$ cat src/rtl/pgdram_pkg.sv
package pgdram_pkg;

  typedef enum logic [1:0] {ASEL_ROW, ASEL_COL, ASEL_REF} asel_e;

  typedef enum logic [2:0] {ST_IDLE, ST_OPEN, ST_ISSUE, ST_CAS, ST_REF} st_e;

  // nanoseconds to whole clock cycles, rounded up
  function automatic int unsigned cyc_of(input int unsigned ns, input int unsigned per_ns);
    return (ns + per_ns - 1) / per_ns;
  endfunction

endpackage

$ cat src/rtl/pgdram_age.sv
// Saturating age counter: cycles since the last restart event.
module pgdram_age #(
  parameter int unsigned MAX = 14,
  parameter int unsigned W   = 5
) (
  input  logic         clk,
  input  logic         rst_n,
  input  logic         restart,
  output logic [W-1:0] age
);
  localparam logic [W-1:0] MAX_C = W'(MAX);

  always_ff @(posedge clk) begin
    if (!rst_n)              age <= MAX_C;
    else if (restart)        age <= W'(1);
    else if (age < MAX_C)    age <= age + 1'b1;
  end

  assert_age_bound_R4: assert property (@(posedge clk) disable iff (!rst_n)
    age <= MAX_C);
  assert_age_restart_R5: assert property (@(posedge clk) disable iff (!rst_n)
    restart |=> age == W'(1));
endmodule

$ cat src/rtl/pgdram_refresh.sv
// Refresh scheduler: raises a request every INTERVAL cycles, walks rows.
module pgdram_refresh #(
  parameter int unsigned ROW_W    = 8,
  parameter int unsigned INTERVAL = 3907
) (
  input  logic             clk,
  input  logic             rst_n,
  input  logic             ack,
  output logic             pend,
  output logic [ROW_W-1:0] row
);
  localparam int unsigned CW = $clog2(INTERVAL + 1);
  localparam logic [CW-1:0] LAST_C = CW'(INTERVAL - 1);

  logic [CW-1:0] cnt;
  logic          tick;

  assign tick = (cnt == LAST_C);

  always_ff @(posedge clk) begin
    if (!rst_n) begin
      cnt  <= '0;
      pend <= 1'b0;
      row  <= '0;
    end else begin
      cnt <= tick ? '0 : cnt + 1'b1;
      if (tick)     pend <= 1'b1;
      else if (ack) pend <= 1'b0;
      if (ack)      row  <= row + 1'b1;
    end
  end

  assert_ack_pending_R7: assert property (@(posedge clk) disable iff (!rst_n)
    ack |-> pend);
  assert_row_step_R7: assert property (@(posedge clk) disable iff (!rst_n)
    ack |=> row == $past(row) + 1'b1);
endmodule

$ cat src/rtl/pgdram_addr_mux.sv
// Chooses what goes onto the shared DRAM address pins.
module pgdram_addr_mux
  import pgdram_pkg::*;
#(
  parameter int unsigned ROW_W = 8,
  parameter int unsigned COL_W = 8,
  parameter int unsigned A_W   = 8
) (
  input  asel_e            sel,
  input  logic [ROW_W-1:0] row,
  input  logic [COL_W-1:0] col,
  input  logic [ROW_W-1:0] ref_row,
  output logic [A_W-1:0]   addr
);
  always_comb begin
    unique case (sel)
      ASEL_COL: addr = A_W'(col);
      ASEL_REF: addr = A_W'(ref_row);
      default:  addr = A_W'(row);
    endcase
  end
endmodule

$ cat src/rtl/pgdram_ctrl.sv
module pgdram_ctrl
  import pgdram_pkg::*;
#(
  parameter int unsigned ROW_W      = 8,
  parameter int unsigned COL_W      = 8,
  parameter int unsigned DATA_W     = 16,
  parameter int unsigned CLK_NS     = 8,
  parameter int unsigned RAC_NS     = 60,
  parameter int unsigned RC_NS      = 110,
  parameter int unsigned CAC_NS     = 15,
  parameter int unsigned PC_NS      = 35,
  parameter int unsigned RP_NS      = 50,
  parameter int unsigned REFWIN_NS  = 8000000
) (
  input  logic                     clk,
  input  logic                     rst_n,
  input  logic                     req_valid,
  output logic                     req_ready,
  input  logic                     req_we,
  input  logic [ROW_W+COL_W-1:0]   req_addr,
  input  logic [DATA_W-1:0]        req_wdata,
  output logic                     rsp_valid,
  output logic [DATA_W-1:0]        rsp_rdata,
  output logic                     dram_ras_n,
  output logic                     dram_cas_n,
  output logic                     dram_we_n,
  output logic [(ROW_W>COL_W?ROW_W:COL_W)-1:0] dram_addr,
  output logic [DATA_W-1:0]        dram_wdata,
  input  logic [DATA_W-1:0]        dram_rdata
);
  localparam int unsigned A_W     = (ROW_W > COL_W) ? ROW_W : COL_W;
  localparam int unsigned T_RAS   = cyc_of(RAC_NS, CLK_NS);
  localparam int unsigned T_RC    = cyc_of(RC_NS, CLK_NS);
  localparam int unsigned T_CAC   = cyc_of(CAC_NS, CLK_NS);
  localparam int unsigned T_PC    = cyc_of(PC_NS, CLK_NS);
  localparam int unsigned T_RP    = cyc_of(RP_NS, CLK_NS);
  localparam int unsigned T_RCD   = cyc_of(RAC_NS - CAC_NS, CLK_NS);
  localparam int unsigned ROWS    = 1 << ROW_W;
  localparam int unsigned REF_CYC = cyc_of(REFWIN_NS, CLK_NS * ROWS);
  localparam int unsigned AGE_MAX = T_RC + T_RP + T_PC + T_RAS;
  localparam int unsigned AGE_W   = $clog2(AGE_MAX + 1) + 1;

  localparam logic [AGE_W-1:0] RAS_C = AGE_W'(T_RAS);
  localparam logic [AGE_W-1:0] RC_C  = AGE_W'(T_RC);
  localparam logic [AGE_W-1:0] CAC_C = AGE_W'(T_CAC);
  localparam logic [AGE_W-1:0] PC_C  = AGE_W'(T_PC);
  localparam logic [AGE_W-1:0] RP_C  = AGE_W'(T_RP);
  localparam logic [AGE_W-1:0] RCD_C = AGE_W'(T_RCD);

  // ---------------- state ----------------
  st_e               st, st_nx;
  logic              row_open;
  logic [ROW_W-1:0]  open_row;
  logic              cur_we;
  logic [ROW_W-1:0]  cur_row;
  logic [COL_W-1:0]  cur_col;
  logic [DATA_W-1:0] cur_wdata;

  logic ras_fall_go, ras_rise_go, cas_fall_go, cas_rise_go, ref_ack;
  logic accept, hit, can_open, can_close, can_cas;
  asel_e sel_nx;
  logic [A_W-1:0] addr_nx;

  logic [AGE_W-1:0] ras_age, rp_age, cas_age;
  logic             ref_pend;
  logic [ROW_W-1:0] ref_row;

  // ---------------- timing ages ----------------
  logic [2:0]             age_restart;
  logic [2:0][AGE_W-1:0]  age_val;
  assign age_restart = {cas_fall_go, ras_rise_go, ras_fall_go};

  generate
    for (genvar g = 0; g < 3; g++) begin : g_age
      pgdram_age #(.MAX(AGE_MAX), .W(AGE_W)) u_age (
        .clk(clk), .rst_n(rst_n), .restart(age_restart[g]), .age(age_val[g]));
    end
  endgenerate

  assign ras_age = age_val[0];
  assign rp_age  = age_val[1];
  assign cas_age = age_val[2];

  // ---------------- refresh ----------------
  pgdram_refresh #(.ROW_W(ROW_W), .INTERVAL(REF_CYC)) u_ref (
    .clk(clk), .rst_n(rst_n), .ack(ref_ack), .pend(ref_pend), .row(ref_row));

  // ---------------- address pins ----------------
  pgdram_addr_mux #(.ROW_W(ROW_W), .COL_W(COL_W), .A_W(A_W)) u_amux (
    .sel(sel_nx), .row(cur_row), .col(cur_col), .ref_row(ref_row), .addr(addr_nx));

  // ---------------- decisions ----------------
  always_comb begin
    req_ready   = (st == ST_IDLE || st == ST_OPEN) && !ref_pend;
    accept      = req_valid && req_ready;
    hit         = row_open && (open_row == cur_row);
    can_open    = (ras_age >= RC_C) && (rp_age >= RP_C);
    can_close   = (ras_age >= RAS_C);
    can_cas     = (ras_age >= RCD_C) && (cas_age >= PC_C);
    ras_fall_go = 1'b0;
    ras_rise_go = 1'b0;
    cas_fall_go = 1'b0;
    cas_rise_go = 1'b0;
    ref_ack     = 1'b0;
    sel_nx      = ASEL_ROW;
    st_nx       = st;
    unique case (st)
      ST_IDLE: begin
        if (ref_pend) begin
          if (can_open) begin
            ras_fall_go = 1'b1;
            sel_nx      = ASEL_REF;
            st_nx       = ST_REF;
          end
        end else if (accept) begin
          st_nx = ST_ISSUE;
        end
      end
      ST_OPEN: begin
        if (ref_pend) begin
          if (can_close) begin
            ras_rise_go = 1'b1;
            st_nx       = ST_IDLE;
          end
        end else if (accept) begin
          st_nx = ST_ISSUE;
        end
      end
      ST_ISSUE: begin
        if (row_open) begin
          if (hit) begin
            if (can_cas) begin
              cas_fall_go = 1'b1;
              sel_nx      = ASEL_COL;
              st_nx       = ST_CAS;
            end
          end else if (can_close) begin
            ras_rise_go = 1'b1;
          end
        end else if (can_open) begin
          ras_fall_go = 1'b1;
          sel_nx      = ASEL_ROW;
        end
      end
      ST_CAS: begin
        if (cas_age >= CAC_C) begin
          cas_rise_go = 1'b1;
          st_nx       = ST_OPEN;
        end
      end
      ST_REF: begin
        if (can_close) begin
          ras_rise_go = 1'b1;
          ref_ack     = 1'b1;
          st_nx       = ST_IDLE;
        end
      end
      default: st_nx = ST_IDLE;
    endcase
  end

  // ---------------- registers ----------------
  always_ff @(posedge clk) begin
    if (!rst_n) begin
      st         <= ST_IDLE;
      row_open   <= 1'b0;
      open_row   <= '0;
      cur_we     <= 1'b0;
      cur_row    <= '0;
      cur_col    <= '0;
      cur_wdata  <= '0;
      dram_ras_n <= 1'b1;
      dram_cas_n <= 1'b1;
      dram_we_n  <= 1'b1;
      dram_addr  <= '0;
      dram_wdata <= '0;
      rsp_valid  <= 1'b0;
      rsp_rdata  <= '0;
    end else begin
      st        <= st_nx;
      rsp_valid <= 1'b0;
      if (accept) begin
        cur_we    <= req_we;
        cur_row   <= req_addr[ROW_W+COL_W-1:COL_W];
        cur_col   <= req_addr[COL_W-1:0];
        cur_wdata <= req_wdata;
      end
      if (ras_fall_go || cas_fall_go) dram_addr <= addr_nx;
      if (ras_fall_go) begin
        dram_ras_n <= 1'b0;
        if (st == ST_ISSUE) begin
          row_open <= 1'b1;
          open_row <= cur_row;
        end
      end
      if (ras_rise_go) begin
        dram_ras_n <= 1'b1;
        row_open   <= 1'b0;
      end
      if (cas_fall_go) begin
        dram_cas_n <= 1'b0;
        dram_we_n  <= !cur_we;
        dram_wdata <= cur_wdata;
      end
      if (cas_rise_go) begin
        dram_cas_n <= 1'b1;
        dram_we_n  <= 1'b1;
        rsp_valid  <= dram_we_n;
        if (dram_we_n) rsp_rdata <= dram_rdata;
      end
    end
  end

  // ---------------- checks on the pins ----------------
  logic [AGE_W-1:0] mon_ras_low, mon_cas_low;

  always_ff @(posedge clk) begin
    if (!rst_n) begin
      mon_ras_low <= '0;
      mon_cas_low <= '0;
    end else begin
      if (dram_ras_n)              mon_ras_low <= '0;
      else if (mon_ras_low != '1)  mon_ras_low <= mon_ras_low + 1'b1;
      if (dram_cas_n)              mon_cas_low <= '0;
      else if (mon_cas_low != '1)  mon_cas_low <= mon_cas_low + 1'b1;
    end
  end

  assert_ras_low_min_R4: assert property (@(posedge clk) disable iff (!rst_n)
    $rose(dram_ras_n) |-> mon_ras_low >= RAS_C);
  assert_cas_low_min_R5: assert property (@(posedge clk) disable iff (!rst_n)
    $rose(dram_cas_n) |-> mon_cas_low >= CAC_C);
  assert_cas_inside_row_R5: assert property (@(posedge clk) disable iff (!rst_n)
    !dram_cas_n |-> !dram_ras_n);
  assert_rsp_pulse_R6: assert property (@(posedge clk) disable iff (!rst_n)
    rsp_valid |=> !rsp_valid);
  assert_rsp_after_cas_R6: assert property (@(posedge clk) disable iff (!rst_n)
    rsp_valid |-> $past(!dram_cas_n) && dram_cas_n);
  assert_refresh_blocks_R8: assert property (@(posedge clk) disable iff (!rst_n)
    ref_pend |-> !req_ready);
  assert_busy_blocks_R9: assert property (@(posedge clk) disable iff (!rst_n)
    accept |=> !req_ready);
endmodule

$ cat config.mk
export PLATFORM = sky130hd
export DESIGN_NAME = pgdram_ctrl
export DESIGN_NICKNAME = d
export VERILOG_FILES = /design/src/rtl/pgdram_pkg.sv /design/src/rtl/pgdram_age.sv /design/src/rtl/pgdram_refresh.sv /design/src/rtl/pgdram_addr_mux.sv /design/src/rtl/pgdram_ctrl.sv
export SDC_FILE = /design/constraint.sdc
export NUM_CORES = 1
export LEC_CHECK = 0
export BUFFER_PORTS_ARGS = -buffer_cell sky130_fd_sc_hd__buf_2
export CAP_MARGIN = 0
export CORE_ASPECT_RATIO = 1.5
export CORE_MARGIN = 1.5
export CORE_UTILIZATION = 55
export DETAILED_ROUTE_END_ITERATION = 7
export GPL_TIMING_DRIVEN = 0
export PLACE_DENSITY = 0.79
export SYNTH_ARGS = -nofsm -noshare
export SYNTH_HDL_FRONTEND = slang
export SYNTH_SLANG_ARGS = --single-unit
$ cat constraint.sdc
create_clock -name clk -period 3.26 [get_ports clk]
set_clock_uncertainty 0.1 [all_clocks]
set_input_delay 0.163 -clock clk [delete_from_list [all_inputs] [get_ports clk]]
set_output_delay 0.163 -clock clk [all_outputs]
set_load 0.01 [all_outputs]
=== Word level (Yosys, flattened, before mapping) ===
Index checks and enable logic that the tools add are counted.

* Register bits after elaboration: 131
* Input bits: 52
* Output and inout bits: 45
* Logic and storage cells: 115

* Add/subtract/negate cells: 5
* Magnitude comparators: 9
* Equality and inequality tests: 13
* Multiplexer cells: 41
* Bitwise operators: 1
* Reductions and logical operators: 23

{| class="wikitable"
|+ Operators with widths
! operator !! number
|-
| $mux 6 || 6
|-
| $mux 3 || 9
|-
| $add 7x1->7 const B || 3
|-
| $ge 7x3->1 const B || 3
|-
| $lt 7x6->1 const B || 3
|-
| $mux 1 || 18
|-
| $pmux 8 s2 || 1
|-
| $pmux 3 s5 || 1
|-
| $ge 7x4->1 const B || 2
|-
| $add 12x1->12 const B || 1
|-
| $eq 12x12->1 const B || 1
|-
| $reduce_or 2->1 || 5
|-
| $add 8x1->8 const B || 1
|-
| $eq 8x8->1 || 1
|-
| $ne 2x2->1 const B || 4
|-
| $reduce_bool 2->1 || 4
|-
| $ge 7x2->1 const B || 1
|-
| $eq 3x2->1 const B || 2
|-
| $mux 2 || 3
|-
| $reduce_and 2->1 || 3
|-
| $logic_and 1x1->1 || 5
|-
| $reduce_and 5->1 || 1
|-
| $pmux 2 s2 || 1
|-
| $eq 3x1->1 const B || 1
|-
| other kinds (10) || 12
|}

=== Longest topological paths before layout ===
* Depth after elaboration: 8
* Depth in mapped cells: 14
* Gate-level depth less buffers: 11

=== Cells and area by module ===
A second synthesis with hierarchy kept.

* Cells, all modules: 649
* Area, all modules: 5828.1 µm²

{| class="wikitable"
|+ By module, submodules not included
! module !! instances !! cells an instance !! area each (µm²) !! sequential area each (µm²)
|-
| pgdram_ctrl || 1 || 415 || 3736.1 || 1781.7
|-
| pgdram_refresh || 1 || 101 || 964.7 || 420.4
|-
| pgdram_age || 3 || 34 || 311.5 || 140.1
|-
| pgdram_addr_mux || 1 || 31 || 192.7 || 0.0
|}

=== Worst setup path after synthesis ===
No wires, ideal clock.

* Kind: register to register
* Start: register g_age[2].u_age.age[1]
* End: register dram_addr[0] (netlist bit)
* Library setup time: 0.070 ns
* Data arrival time: 2.363 ns
* Required time: 3.090 ns
* Path slack: 0.726 ns
* Stages on the path, launching flop included: 15
* Path through: dfxtp_1 > inv_1 > ha_1 > o31ai_1 > a221oi_2 > and4_1 > inv_2 > buf_4 > buf_6 > ha_1 > clkbuf_1 > a22oi_1 > o21ai_0 > o21ai_0 > a21oi_1

* Longest elaborated chain between the ends: 8

{| class="wikitable"
|+ RTL lines
! element !! RTL line !! source
|-
| start, declared || pgdram_age.sv:9 || <nowiki>output logic [W-1:0] age</nowiki>
|-
| start signal, assigned || pgdram_age.sv:16 || <nowiki>else if (age < MAX_C) age <= age + 1'b1;</nowiki>
|-
| $ge 7x3->1 * || pgdram_ctrl.sv:99 || <nowiki>can_cas = (ras_age >= RCD_C) && (cas_age >= PC_C);</nowiki>
|-
| $logic_and 1x1->1 * || pgdram_ctrl.sv:99 ||
|-
| $mux 1 || pgdram_ctrl.sv:132 || <nowiki>if (can_cas) begin</nowiki>
|-
| $mux 1 || pgdram_ctrl.sv:131 || <nowiki>if (hit) begin</nowiki>
|-
| $mux 2 || pgdram_ctrl.sv:130 || <nowiki>if (row_open) begin</nowiki>
|-
| $pmux 2 s2 || pgdram_ctrl.sv:107 || <nowiki>unique case (st)</nowiki>
|-
| $eq 2x2->1 / $eq 2x1->1 (equally long branches) || pgdram_addr_mux.sv:16 || <nowiki>unique case (sel)</nowiki>
|-
| $pmux 8 s2 || pgdram_addr_mux.sv:16 ||
|-
| end signal, assigned || pgdram_ctrl.sv:188 || <nowiki>if (ras_fall_go || cas_fall_go) dram_addr <= addr_nx;</nowiki>
|-
| end, declared || pgdram_ctrl.sv:27 || <nowiki>output logic [(ROW_W>COL_W?ROW_W:COL_W)-1:0] dram_addr,</nowiki>
|}

Mark *: on every way between the ends. The rest lies on a longest branch, timed or not.
A chain may end at the register's enable or synchronous reset.

=== Worst setup path in the final report ===
* Start: register g_age[2].u_age.age[1]
* End: register dram_addr[6] (netlist bit)

The elaborated chain is that of the path after synthesis.

==> results.txt <==
* Clock Tree Buf Depth: 2
* Net switching fraction of the power: between 20% and 30%
* Synthesized net count: between 600 and 700
- Initial Util: between 50% and 60%
* Drt first pass iters: 5
- Number of routed nets with antenna violations: 0
- Share of post-route cells with drive strength above 1: about a fifth
- Die height: roughly 120 um
- Slew Limit Fails: 0
- RSZ-0062 raised after global routing: no
* Data required time at the worst endpoint: 3500 ps
- Mapped cell area: approximately 5400 um2
* Global-route total usage across every layer: a little under a third
- Worst IR Drop VDD: approximately 460 uV
- The H-tree generated during clock tree synthesis spans 4 levels.
- Pint: approximately 3.1 mW
* Leading cell type in the layout, fill and taps excluded: sky130_fd_sc_hd__dfxtp_1
* Iter 0 DRT Violations: around 300
* Critical setup path kind: reg -> reg
* Routed wirelength normalized by instance count: approximately 18 um
- Number of synthesized register bits: about 130
- Synthesized instance count: roughly 630
* TritonCTS clock tree: yes
* Fin nets: between 800 and 900
- A synthesized cell averages 8.639 um2.
- Global-route wire length before repair: around 26 mm
- Commonest register cell after synthesis: sky130_fd_sc_hd__dfxtp_1
- Entering global routing, the biggest net connects 17 pins.
* Crit share post-route: between 90 and 100%
* Max_slew headroom: 56.42%
- Die Area: roughly 10,000 um2
- Combinational logic is responsible for a little under a tenth of the overall power.
* Final sum of negative setup slack: 0 ps
- Share of total power in sequential cells: 42.3%
- The analysis attributes to net switching a power of just under 1 mW.
- The initial antenna violation count was 2.
- The final layout contains routed wiring with a total length of between 15 and 20 mm.
- Area added between synthesis and finish: 31.89%
- The via count of the first global-routing pass is roughly 5,500.
- Die width: about 84 um
- Counting flops with a built-in enable in the synthesized netlist gives 0.
- The tree is rooted in a sky130_fd_sc_hd__clkbuf_16.
- Run status: complete, no violations
- Boundary pin count: between 90 and 100
- Path class of the lowest-slack min-delay path: in -> reg
* Hold violation count in the final report: 0
- Worst Path Max Fanout: 10
* Final number of setup-violating endpoints: 0
* Inserted Clock Buffers: 17
* Cell variety after synth: 50
- Cell area power density: between 500 and 600 nW/um2
- HPWL reported at the end of detailed placement: ~10 mm
* Max-cap check violation count: 0
- Clock latency at the later pin of the worst-skew pair: approximately 420 ps
- Minimum clock period: around 3000 ps
* Count of buffers inserted at the top-level ports: 96
- STA classifies the critical path startpoint as a flop.
- Gp weighted congestion: 0.9059
* Leakage: roughly 2.9 nW
- The tree built by TritonCTS fans out to between 100 and 150 sinks.
- Vias per std cell: between 5 and 6
- Across all layers, the routed design uses between 5,000 and 6,000 vias.
- WP data arrival: approximately 3300 ps
- Synth async-reset ratio: 0%
- Max Clk Rate: about 330 MHz
- The clock network accounts for between 40% and 50% of the total power.
- Number of placement rows: 44
* Std-Cell Core Area: 9634 um2
- The Yosys step of the flow raised 0 warnings.
- STA classifies the critical path endpoint as a flop.
- Clock slew at the register clock pins of the worst setup and hold paths: 60 ps
* Grt ovf: 0
* Slew of the pin with the lowest slew margin: 653.7 ps
- The design draws 4.043 mW.
- For this run, the register share of the synthesized area comes to between 40% and 50%.
* Top library cells by usage in the layout, fill and taps aside: sky130_fd_sc_hd__dfxtp_1, sky130_fd_sc_hd__nand2_1, sky130_fd_sc_hd__buf_2, sky130_fd_sc_hd__a21oi_1, sky130_fd_sc_hd__nor2_1
* Total DRC errors in the routed layout: 0
-- per-layer routing --
metal,global-route usage [%],wire [um],vias to the layer above
met1,30.77,5843,2511
li1,-,-,2465
met2,58.16,8879,191
met3,7.753,763,60
met5,0,0,-
met4,19.77,803,0
-- stage by stage --
| step | cell area, um2 | hold WS [ps] | std cells | worst slack, ps | util, % |
|---|---|---|---|---|---|
| after floorplan | 5434 | 199.0 | 629 | 726.5 | - |
| after global placement | 6058 | 299.6 | 840 | 182.2 | 62.88 |
| after detailed placement | 6058 | 304.2 | 840 | 131.6 | 62.88 |
| after CTS | 7161 | 25.09 | 921 | 82.44 | 74.32 |
| after global routing | 7167 | 31.23 | 922 | 49.16 | 74.39 |
| final | 7167 | 29.74 | 922 | 211.0 | 74.39 |
-- worst max-delay path, stage by stage, from the launching register on --
cell	delay, ps
sky130_fd_sc_hd__dfxtp_1	450
sky130_fd_sc_hd__inv_1	70
sky130_fd_sc_hd__ha_1	190
sky130_fd_sc_hd__o31ai_2	310
sky130_fd_sc_hd__a221oi_2	130
sky130_fd_sc_hd__and4_1	290
sky130_fd_sc_hd__buf_2	220
sky130_fd_sc_hd__ha_1	410
sky130_fd_sc_hd__clkbuf_1	320
sky130_fd_sc_hd__nand2_1	90
sky130_fd_sc_hd__o21ai_0	80
sky130_fd_sc_hd__o21ai_0	150
sky130_fd_sc_hd__a21oi_1	170
-- cells in the mapped netlist (all sizes together) (2+ instances only) --
library cell | number | area share (%)
clkbuf | 23 | 1.6
o21bai | 2 | 0.28
nor3 | 6 | 0.55
nand2 | 120 | 8.3
or3b | 2 | 0.32
or4 | 3 | 0.48
xor2 | 18 | 2.9
mux2i | 25 | 4.6
buf | 12 | 1.9
o21a | 3 | 0.41
a22oi | 10 | 1.4
o21ai | 26 | 2.4
nand4 | 11 | 1.3
a31oi | 3 | 0.35
ha | 11 | 2.5
a21o | 2 | 0.28
xnor2 | 19 | 3.1
nor4 | 5 | 0.85
nand3 | 20 | 1.8
dfxtp | 131 | 48
inv | 14 | 0.97
nor3b | 2 | 0.37
a21oi | 70 | 6.6
and2 | 4 | 0.46
and4 | 4 | 0.64
and3 | 5 | 0.58
nor2 | 65 | 4.5
-- final cells by class --
class                           instances  area, um2
Inverter                               14      52.55
Timing Repair Buffer                  145      970.9
Clock inverter                         13      158.9
Tap cell                              115      143.9
Buffer                                 34      183.9
Clock buffer                           19      452.9
Fill cell                             622       2467
Multi-Input combinational cell        449       2576
Sequential cell                       131       2623
Antenna cell                            2      5.005
-- final timing paths --
path                    startpoint              to  slack, ps  cells after the start
min reg2reg         dram_wdata[10]  dram_wdata[10]        350                      2
min                          rst_n    u_ref.cnt[3]         30                      3
max          g_age[2].u_age.age[1]    dram_addr[6]        210                     12
max reg2reg  g_age[2].u_age.age[1]    dram_addr[6]        210                     12
-- cells by family (layout without fill, tap and decap cells) --
family,Yosys count,count (layout),synth area share [%]
and+or+nand+nor,253,253,21.02
DFF,131,131,48.26
AOI/OAI and AO/OA,123,123,13.19
buffers and inverters,49,225,4.421
xor gates and xnor gates,37,37,5.964
muxes,25,25,4.605
adders and majority gates,11,11,2.533
other,0,2,0
-- power groups by stage --
| stage | logic [mW] | registers [mW] | clock network, mW |
|---|---|---|---|
| 2_1_floorplan | 0.215 | 1.73 | 0 |
| 3_3_place_gp | 0.305 | 1.74 | 0 |
| 3_5_place_dp | 0.315 | 1.74 | 0 |
| 4_1_cts | 0.369 | 1.71 | 1.95 |
| 5_1_grt | 0.419 | 1.72 | 2.03 |
| 6_report | 0.383 | 1.71 | 1.95 |
-- registers in the layout, summed over array words and instances (netlist names) --
| register | count |
|---|---|
| u_ref.cnt | 12 |
| cur_wdata | 16 |
| dram_we_n | 1 |
| cur_we | 1 |
| dram_wdata | 16 |
| u_ref.pend | 1 |
| dram_addr | 8 |
| dram_ras_n | 1 |
| row_open | 1 |
| dram_cas_n | 1 |
| g_age.u_age.age | 21 |
| rsp_rdata | 16 |
| cur_col | 8 |
| u_ref.row | 8 |
| cur_row | 8 |
| st | 3 |
| open_row | 8 |
| rsp_valid | 1 |
-- timing repair --
action                                 in CTS  in global routing
hold buffers                               49                  0
gates resized for setup                     0                  1
setup buffers                               0                  0
endpoints found under the hold margin      49                  0
setup endpoints to repair                   0                  8
Note: power is estimated with default switching activity, not from simulation.
